**src/rtl/sertx_pkg.sv**
```systemverilog
package sertx_pkg;

  localparam int MAX_DATA  = 9;
  localparam int FRAME_MAX = 1 + MAX_DATA + 1 + 2;
  localparam int CNT_W     = $clog2(FRAME_MAX + 1);

  typedef struct packed {
    logic             valid;
    logic [CNT_W-1:0] nbits;
    logic             par_en;
    logic             par_even;
    logic             two_stop;
    logic             ext_src;
  } fmt_t;

  function automatic fmt_t decode_mode(input logic [7:0] m);
    fmt_t f;
    f.valid = ~m[7];
    case (m[2:0])
      3'b100:  f.nbits = CNT_W'(7);
      3'b101:  f.nbits = CNT_W'(8);
      3'b110:  f.nbits = CNT_W'(9);
      default: begin
        f.nbits = CNT_W'(8);
        f.valid = 1'b0;
      end
    endcase
    f.ext_src  = m[3];
    f.two_stop = m[4];
    f.par_even = m[5];
    f.par_en   = m[6];
    return f;
  endfunction

endpackage

```
**src/rtl/sertx_baud.sv**
```systemverilog
module sertx_baud #(
  parameter int RLD_W = 8,
  parameter int OVS   = 16
) (
  input  logic             clk,
  input  logic             rst,
  input  logic             run,
  input  logic             src_tick,
  input  logic [RLD_W-1:0] reload,
  output logic             bit_tick
);
  localparam int OVS_W = $clog2(OVS);

  logic [RLD_W-1:0] pre_q;
  logic [OVS_W-1:0] ovs_q;
  logic             pre_wrap;
  logic             ovs_last;

  assign pre_wrap = run && src_tick && (pre_q == reload);
  assign ovs_last = (ovs_q == OVS_W'(OVS - 1));
  assign bit_tick = pre_wrap && ovs_last;

  always_ff @(posedge clk) begin
    if (rst || !run) begin
      pre_q <= '0;
      ovs_q <= '0;
    end else if (src_tick) begin
      if (pre_q == reload) begin
        pre_q <= '0;
        ovs_q <= ovs_last ? '0 : ovs_q + 1'b1;
      end else begin
        pre_q <= pre_q + 1'b1;
      end
    end
  end

  // each frame starts its first bit time from a cleared divider phase
  a_r6_fresh_phase: assert property (@(posedge clk) disable iff (rst)
    $rose(run) |-> (pre_q == '0 && ovs_q == '0));

endmodule

```
**src/rtl/sertx_frame.sv**
```systemverilog
module sertx_frame
  import sertx_pkg::*;
(
  input  fmt_t                 fmt,
  input  logic [MAX_DATA-1:0]  data,
  output logic [FRAME_MAX-1:0] frame,
  output logic [CNT_W-1:0]     nbits
);
  int   len;
  logic ones;
  logic pbit;

  always_comb begin
    len  = int'(fmt.nbits);
    ones = 1'b0;
    for (int i = 0; i < MAX_DATA; i++) begin
      if (i < len) ones = ones ^ data[i];
    end
    pbit  = fmt.par_even ? ones : ~ones;
    frame = '1;
    frame[0] = 1'b0;
    for (int j = 1; j <= MAX_DATA; j++) begin
      if (j <= len) frame[j] = data[j-1];
    end
    for (int j = 1; j < FRAME_MAX; j++) begin
      if (fmt.par_en && (j == len + 1)) frame[j] = pbit;
    end
    nbits = CNT_W'(2) + fmt.nbits + CNT_W'(fmt.par_en) + CNT_W'(fmt.two_stop);
  end

endmodule

```
**src/rtl/sertx_shift.sv**
```systemverilog
module sertx_shift
  import sertx_pkg::*;
(
  input  logic                 clk,
  input  logic                 rst,
  input  logic                 start,
  input  logic [FRAME_MAX-1:0] frame,
  input  logic [CNT_W-1:0]     nbits,
  input  logic                 bit_tick,
  output logic                 txd,
  output logic                 busy
);
  logic [FRAME_MAX-1:0] sh_q;
  logic [CNT_W-1:0]     left_q;

  always_ff @(posedge clk) begin
    if (rst) begin
      sh_q   <= '1;
      left_q <= '0;
      busy   <= 1'b0;
      txd    <= 1'b1;
    end else if (start) begin
      sh_q   <= frame;
      left_q <= nbits;
      busy   <= 1'b1;
      txd    <= frame[0];
    end else if (busy && bit_tick) begin
      if (left_q == CNT_W'(1)) begin
        left_q <= '0;
        busy   <= 1'b0;
        txd    <= 1'b1;
      end else begin
        sh_q   <= {1'b1, sh_q[FRAME_MAX-1:1]};
        txd    <= sh_q[1];
        left_q <= left_q - 1'b1;
      end
    end
  end

  a_r1_idle_high: assert property (@(posedge clk) disable iff (rst)
    !busy |-> txd);
  a_r3_start_low: assert property (@(posedge clk) disable iff (rst)
    $rose(busy) |-> !txd);
  a_r6_hold_line: assert property (@(posedge clk) disable iff (rst)
    (busy && !bit_tick) |=> $stable(txd));
  a_r5_count_bound: assert property (@(posedge clk) disable iff (rst)
    left_q <= CNT_W'(FRAME_MAX));

endmodule

```
**src/rtl/sertx_top.sv**
```systemverilog
module sertx_top
  import sertx_pkg::*;
#(
  parameter int RLD_W = 8,
  parameter int OVS   = 16
) (
  input  logic                clk,
  input  logic                rst,
  input  logic [7:0]          mode_cfg,
  input  logic [RLD_W-1:0]    reload,
  input  logic                ext_tick,
  input  logic                tx_en,
  input  logic                cts_n,
  input  logic                wr_stb,
  input  logic [MAX_DATA-1:0] wr_data,
  output logic                txd,
  output logic                buf_empty,
  output logic                shift_empty
);
  fmt_t                 fmt;
  logic [MAX_DATA-1:0]  buf_q;
  logic                 buf_full_q;
  logic                 busy;
  logic                 start;
  logic                 src_tick;
  logic                 bit_tick;
  logic [FRAME_MAX-1:0] frame;
  logic [CNT_W-1:0]     nbits;

  assign fmt      = decode_mode(mode_cfg);
  assign src_tick = fmt.ext_src ? ext_tick : 1'b1;
  assign start    = buf_full_q && !busy && tx_en && !cts_n && fmt.valid;

  always_ff @(posedge clk) begin
    if (rst) begin
      buf_full_q <= 1'b0;
      buf_q      <= '0;
    end else if (wr_stb) begin
      buf_q      <= wr_data;
      buf_full_q <= 1'b1;
    end else if (start) begin
      buf_full_q <= 1'b0;
    end
  end

  assign buf_empty   = ~buf_full_q;
  assign shift_empty = ~busy;

  sertx_baud #(.RLD_W(RLD_W), .OVS(OVS)) u_baud (
    .clk      (clk),
    .rst      (rst),
    .run      (busy),
    .src_tick (src_tick),
    .reload   (reload),
    .bit_tick (bit_tick)
  );

  sertx_frame u_frame (
    .fmt   (fmt),
    .data  (buf_q),
    .frame (frame),
    .nbits (nbits)
  );

  sertx_shift u_shift (
    .clk      (clk),
    .rst      (rst),
    .start    (start),
    .frame    (frame),
    .nbits    (nbits),
    .bit_tick (bit_tick),
    .txd      (txd),
    .busy     (busy)
  );

  logic mode_ok;
  assign mode_ok = !mode_cfg[7] &&
                   (mode_cfg[2:0] == 3'b100 || mode_cfg[2:0] == 3'b101 || mode_cfg[2:0] == 3'b110);

  // a start needs enable high and clear-to-send low
  a_r9_start_gated: assert property (@(posedge clk) disable iff (rst)
    $fell(shift_empty) |-> ($past(tx_en) && !$past(cts_n)));
  a_r2_valid_mode: assert property (@(posedge clk) disable iff (rst)
    $fell(shift_empty) |-> $past(mode_ok));
  a_r8_needs_word: assert property (@(posedge clk) disable iff (rst)
    $fell(shift_empty) |-> !$past(buf_empty));
  a_r11_buf_taken: assert property (@(posedge clk) disable iff (rst)
    ($fell(shift_empty) && !$past(wr_stb)) |-> buf_empty);

endmodule

```
**config.mk**
```make
export PLATFORM = sky130hd
export DESIGN_NAME = sertx_top
export DESIGN_NICKNAME = d
export VERILOG_FILES = /design/src/rtl/sertx_pkg.sv /design/src/rtl/sertx_baud.sv /design/src/rtl/sertx_frame.sv /design/src/rtl/sertx_shift.sv /design/src/rtl/sertx_top.sv
export SDC_FILE = /design/constraint.sdc
export NUM_CORES = 1
export LEC_CHECK = 0
export BUFFER_PORTS_ARGS = -buffer_cell sky130_fd_sc_hd__buf_2
export CORE_MARGIN = 4
export CORE_UTILIZATION = 35
export CTS_CLUSTER_DIAMETER = 60
export DETAILED_ROUTE_END_ITERATION = 10
export GPL_ROUTABILITY_DRIVEN = 0
export GPL_TIMING_DRIVEN = 0
export PLACE_DENSITY = 0.62
export SYNTH_ARGS = -nofsm -noshare
export SYNTH_HDL_FRONTEND = slang
export SYNTH_SLANG_ARGS = --single-unit
export TNS_END_PERCENT = 5
```
**constraint.sdc**
```tcl
create_clock -name clk -period 2.8 [get_ports clk]
set_input_delay 0.28 -clock clk [delete_from_list [all_inputs] [get_ports clk]]
set_output_delay 0.28 -clock clk [all_outputs]
set_load 0.02 [all_outputs]
```
==> results of run 1 <==
-- area by class of cell --
cell class / count / area, µm²
clock buffers: 6 / 72.6
inverters: 8 / 30.0
flip-flops and latches: 40 / 801
well taps: 72 / 90.1
clock inverters: 1 / 5.00
fillers: 593 / 3200
repair buffers: 32 / 160
multi-input cells: 165 / 1130
plain buffers: 10 / 56.3
-- power groups by stage --
| stage | logic [W] | clock network (W) | registers [W] |
|---|---|---|---|
| floorplan | 0.0000793 | 0 | 0.000601 |
| global placement | 0.000115 | 0 | 0.000604 |
| detailed placement | 0.000116 | 0 | 0.000604 |
| CTS | 0.000117 | 0.000371 | 0.000590 |
| global route | 0.000134 | 0.000390 | 0.000593 |
| finish | 0.000116 | 0.000358 | 0.000591 |
-- state kept, by name, summed over array words and instances (netlist names) --
register / cells
buf_full_q: 1
buf_q: 9
u_baud.ovs_q: 4
u_baud.pre_q: 8
u_shift.busy: 1
u_shift.left_q: 4
u_shift.sh_q: 12
u_shift.txd: 1
-- layer usage --
| metal | track usage | vias to the layer above | part of all wire |
|---|---|---|---|
| met2 | 0.173 | 31 | 0.41 |
| met1 | 0.173 | 708 | 0.53 |
| met4 | 0.0526 | 0 | 0.018 |
| met5 | 0 | - | 0 |
| met3 | 0.0257 | 4 | 0.044 |
| li1 | - | 848 | - |
-- worst max-delay path, cell delays in order (launching register included) --
cell and delay [ns]:
dfxtp_1 0.40, ha_1 0.21, and3_1 0.22, and2_0 0.16, or4b_1 0.46, buf_6 0.16, nor2_8 0.15, buf_6 0.17
mux2i_1 0.20, a21oi_1 0.08
-- synthesized netlist by cell type, types with 3 or more instances --
cell       n
dfxtp_1   40
nor2_1    29
mux2i_1   23
xnor2_1   18
a21oi_1   14
nand2_1   13
inv_1      8
nor3_1     8
o21ai_0    8
clkbuf_1   7
xor2_1     6
ha_1       5
nand3_1    5
nand2b_1   4
nand4_1    4
or3_1      3
or4_1      3
-- cells by family (layout without fill, tap and decap cells) --
logic type	after synthesis	count (layout)
AOI/OAI and AO/OA	32	32
xor gates and xnor gates	24	24
adders and majority gates	6	6
buffers and inverters	18	57
DFF	40	40
muxes	23	23
and+or+nand+nor	80	80
-- worst min path at each step --
stage / startpoint / end / slack [ns]
CTS: wr_data[0] / buf_q[0] / 0.22
finish: wr_data[0] / buf_q[0] / 0.22
global route: wr_data[7] / buf_q[7] / 0.25
global placement: u_shift.sh_q[12] / u_shift.sh_q[12] / 0.44
detailed placement: u_shift.sh_q[12] / u_shift.sh_q[12] / 0.45
floorplan: rst / u_shift.sh_q[12] / 0.39
-- per-stage QoR --
step | area [µm²] | util
after floorplan | 2010 | -
after global placement | 2260 | 0.409
after detailed placement | 2260 | 0.409
after CTS | 2340 | 0.423
after global routing | 2340 | 0.423
final | 2340 | 0.423
==> results.md, run 1 <==
- Starting Density: 0.363
- Cells after Synth: 223
- Ys Warns: 0
- Antenna cells: 0
- Initial antenna violation count: 0
- Worst Setup End Kind: flop
- Internal power: 0.000808 W
- Net switching power: 0.000257 W
- Final WL: 3940 µm
- Crit path to: u_shift.sh_q[2]
- Via Count: 1591
- Critical path launch point type: flop
- Syn_nets: 260
- LEAKAGE: 0.889 nW
- Total grt overflow: 0
- Largest net degree at the start of global routing: 12
- First-pass GRT wire length: 7010 µm
- Register area share after synthesis: 0.398
- Detailed-route DRC error count: 0
- Final Slew Violations: 0
- CP Launch Point: u_baud.ovs_q[0]
- Largest family of logic cells by synthesized area: simple AND/OR/NAND/NOR gates
- Worst-Skew Late Latency: 0.29 ns
- Comb pwr share: 0.109
- Synth Area in Adders: 0.0410
- Critical Path AT: 2.51 ns
- Die Span X: 83.8 µm
- Max Buffers Root-to-Sink: 2
- Core Box Area: 5540 µm²
- Outcome: finished, final reports clean
- Cell row count: 27
- Number of I/O port buffers: 32
- Max-cap violations: 0
- Synthesized area: 2010 µm²
- P&R area growth vs syn: 16.3%
- Via-per-instance ratio: 4.76
- Wire per inst: 11.8 µm
- Flop-to-flop setup slack: 0.45 ns
- Sw Ratio: 0.242
- Reg2Reg Capture Point: u_shift.sh_q[2]
- Top post-synthesis cells by area: dfxtp_1 (40%), mux2i_1 (11%), xnor2_1 (7.8%), nor2_1 (5.4%), a21oi_1 (3.5%)
- Worst Reg-to-Reg Cells: 9
- Most common cell after layout, fill and taps aside: dfxtp_1
- H-tree Lvls: 2
- Worst Hold Class: input port to flop
- Final setup fails: 0
- Drt first-iter violations: 67
- Clock share of power: 0.336
- Worst R2R Start: u_baud.ovs_q[0]
- Antenna viol nets, final: 0
- Post-Layout Cell Count: 334
- Pre-CTS setup slack: 0.461 ns
- Crit path max fanout: 10
- Sequential share of power: 0.555
- Final hold violation count: 0
- Final HPWL DP: 2980 µm
- Post-synthesis mux area share: 0.114
- Distinct cells, synth: 37
- CTS buffer count: 5
- Power per Cell Area: 455 nW/µm²
- Post-synthesis compound-gate area fraction: 0.0963
- Xor and xnor area share after synthesis: 0.104
- Skew final: 0.00526 ns
- Most frequent cells in the layout: dfxtp_1 (40), buf_2 (32), nor2_1 (29)
- Primary FF master, synth: dfxtp_1
- Router iterations before antenna repair: 4
- Post-synth ARST share: 0
- Vias in the first global route: 1530
- Setup TNS: 0 ns
- Die area: 7030 µm²
- Share of cells above drive strength 1: 0.168
- CTS tree: yes
- IO Pins: 34
- NumNets Final: 299
- GRT Util Overall: 0.121
- VDD IR max: 0.240 mV
- Hold_buf cts: 0
- Avg Inst Size Synth: 9.03 µm²
- Num Clock Sinks: 40
- #FFs+latches synth: 40
- Rel. slew slack: 0.346
- Root buf cell: clkbuf_8
- Placed cells: 327
- Setup CP Type: flop to flop
- Worst-path clk slew: 0.07 ns
- Area share of the largest cell type after synthesis: 0.398
- Min cycle time layout: 2.35 ns
- FMAX: 426 MHz
- Post-CTS sizing: 0
- Setup bufs post-CTS: 0
- PnR worst setup slack: 0.450 ns
- Worst Path Required: 2.96 ns
- Die Ht: 83.8 µm
- Number of flops mapped to enable cells by yosys: 0
- Fin crit share: 0.839
- Hold depth: 3
- Synth area leader: dfxtp_1
- Post-Synth Simple-Gate Area: 0.203
- Final Total Pwr: 0.00107 W
- Unrepaired setup endpoints after global routing: false
- Hold Worst Slack: 0.225 ns
- Actual slew at the worst max-slew pin: 0.978 ns
Note: power is estimated with default switching activity, not from simulation.
==> run 2: changes to the inputs <==
- clock period: 2.8 -> 2.3 ns (I/O delays scaled with it)
==> results.md, run 2 (same netlist as run 1, synthesis figures left out) <==
- Crit path max fanout: 10 (unchanged)
- Max reg flops: 12 (unchanged)
- Root buf cell: clkbuf_8
- Flop-to-flop setup slack: 0.08 ns (-0.37 ns)
- Final hold violation count: 0 (unchanged)
- Reg2Reg Capture Point: u_shift.sh_q[2]
- LEAKAGE: 0.888 nW (about the same)
- CTS buffer count: 5 (unchanged)
- Max-cap violations: 0 (unchanged)
- Worst Setup End Kind: flop
- Worst-path clk slew: 0.07 ns (about the same)
- Detailed-route DRC error count: 0 (unchanged)
- Number of I/O port buffers: 32 (unchanged)
- Critical path launch point type: flop
- Actual slew at the worst max-slew pin: 0.945 ns (-0.0338 ns)
- Final setup fails: 0 (unchanged)
- First-pass GRT wire length: 7040 µm (+0.49%)
- Antenna viol nets, final: 0 (unchanged)
- Cell row count: 27 (unchanged)
- Setup TNS: 0 ns (unchanged)
- Die Ht: 83.8 µm (unchanged)
- Top reg by flops: u_shift.sh_q
- Setup CP Type: flop to flop
- Min cycle time layout: 2.22 ns (-0.127 ns)
- Critical Path AT: 2.38 ns (-0.13 ns)
- Worst Reg-to-Reg Cells: 9 (unchanged)
- Most common cell after layout, fill and taps aside: dfxtp_1
- Final HPWL DP: 2980 µm (unchanged)
- VDD IR max: 0.292 mV (+22%)
- Pre-CTS setup slack: -0.0393 ns (-0.500 ns)
- Die area: 7030 µm² (unchanged)
- Unrepaired setup endpoints after global routing: true
- Critical path, cell by cell: ha_2 -> and3_4 -> and2_0 -> or4b_1 -> buf_6 -> nor2_8 -> buf_8 -> mux2i_1 -> a21oi_1
- Drt first-iter violations: 72 (+7.5%)
- Top Registers: u_shift.sh_q: 12 flops, buf_q: 9 flops, u_baud.pre_q: 8 flops
- Num Clock Sinks: 40 (unchanged)
- Antenna cells: 0 (unchanged)
- Core Box Area: 5540 µm² (unchanged)
- Fin crit share: 0.967 (+0.127)
- PnR worst setup slack: 0.0770 ns (-0.373 ns)
- Initial antenna violation count: 0 (unchanged)
- Final Slew Violations: 0 (unchanged)
- Skew final: 0.00490 ns (-0.000359 ns)
- Rel. slew slack: 0.369 (+0.0226)
- Die Span X: 83.8 µm (unchanged)
- Starting Density: 0.363 (unchanged)
- Router iterations before antenna repair: 4 (unchanged)
- Vias in the first global route: 1529 (-0.065%)
- GRT Util Overall: 0.121 (+0.000616)
- CP Launch Point: u_baud.ovs_q[0]
- FMAX: 450 MHz (+5.7%)
- IO Pins: 34 (unchanged)
- Total grt overflow: 0 (unchanged)
- Max Buffers Root-to-Sink: 2 (unchanged)
- CP max-delay cell: or4b_1
- Crit path to: u_shift.sh_q[2]
- Worst R2R Start: u_baud.ovs_q[0]
- H-tree Lvls: 2 (unchanged)
- Worst-Skew Late Latency: 0.29 ns (about the same)
- Share of cells above drive strength 1: 0.187 (+0.0191)
- P&R area growth vs syn: 17.3%
- Most frequent cells in the layout: dfxtp_1 (38), buf_2 (32), nor2_1 (29)
- Via Count: 1573 (-1.1%)
- Power per Cell Area: 548 nW/µm² (+20%)
- Outcome: finished, final reports clean
- CP max stage delay: 0.46 ns (about the same)
- CTS tree: yes
- Via-per-instance ratio: 4.71 (-1.1%)
- NumNets Final: 299 (unchanged)
- Worst Hold Class: input port to flop
- Hold_buf cts: 0 (unchanged)
- Wire per inst: 12.0 µm (+1.6%)
- Hold Worst Slack: 0.177 ns (-0.0476 ns)
- Largest net degree at the start of global routing: 12 (unchanged)
- Worst Path Required: 2.45 ns (-0.51 ns)
- Final WL: 4000 µm (+1.6%)
run 2: changes by cell type in the layout (fill, tap and decap cells not counted):
cell and delta:
dfxtp_4 +1, buf_8 +1, nor3_2 +1, ha_2 +1
nor3_1 -1, and3_4 +1, dfxtp_1 -2, dfxtp_2 +1
and3_1 -1, ha_1 -1, buf_6 -1
run 2: worst min path at each step:
| stage | startpoint | endpoint | slack (ns) | cells past startpoint |
|---|---|---|---|---|
| 3_5_place_dp | u_shift.sh_q[12] | u_shift.sh_q[12] | 0.45 | 1 |
| 6_report | wr_data[0] | buf_q[0] | 0.18 | 3 |
| 4_1_cts | wr_data[0] | buf_q[0] | 0.17 | 3 |
| 2_1_floorplan | rst | u_shift.sh_q[12] | 0.34 | 1 |
| 5_1_grt | wr_data[7] | buf_q[7] | 0.20 | 3 |
| 3_3_place_gp | u_shift.sh_q[12] | u_shift.sh_q[12] | 0.44 | 1 |
run 2: cell type report:
type | instances | area [µm²]
clock buffer | 6 | 72.6
multi-input combinational | 165 | 1140
buffer | 10 | 60.1
sequential | 40 | 806
clock inverter | 1 | 5.00
fill | 589 | 3180
inverter | 8 | 30.0
tap | 72 | 90.1
timing repair buffer | 32 | 160
run 2: critical path: cells and delay by family, from the launching register on:
kind	cells	cell delay [ns]
mux	1	0.20
fa+ha+maj	1	0.19
compound gates	1	0.08
simple gates	4	0.94
buf+inv	2	0.33
flops	1	0.37
run 2: timing repair:
| item | in CTS | in global routing |
|---|---|---|
| setup endpoints to repair | 7 | 17 |
| pin swaps | 0 | 1 |
| resized for setup | 3 | 4 |
| setup buffers | 0 | 0 |
| cloned | 0 | 0 |
run 2: stage by stage:
step	power (W)	util	std cells	instance area, µm²
finish	0.00129	0.426	334	2360
global placement	0.000875	0.409	327	2260
detailed placement	0.000877	0.409	327	2260
floorplan	0.000828	-	223	2010
CTS	0.00131	0.424	334	2350
global route	0.00136	0.426	334	2360
run 2: report_power, final:
group | switching [W] | total (W) | internal (W) | leakage, nW
logic | 0.0000718 | 0.000143 | 0.0000707 | 0.521
clock network | 0.000227 | 0.000434 | 0.000206 | 0.0410
registers | 0.0000127 | 0.000718 | 0.000705 | 0.326
run 2: routing by layer:
layer / global-route usage / vias to the layer above / wire length (µm)
li1: - / 850 / -
met1: 0.175 / 690 / 2100
met2: 0.173 / 29 / 1650
met3: 0.0257 / 4 / 190
met4: 0.0526 / 0 / 69
met5: 0 / - / 0
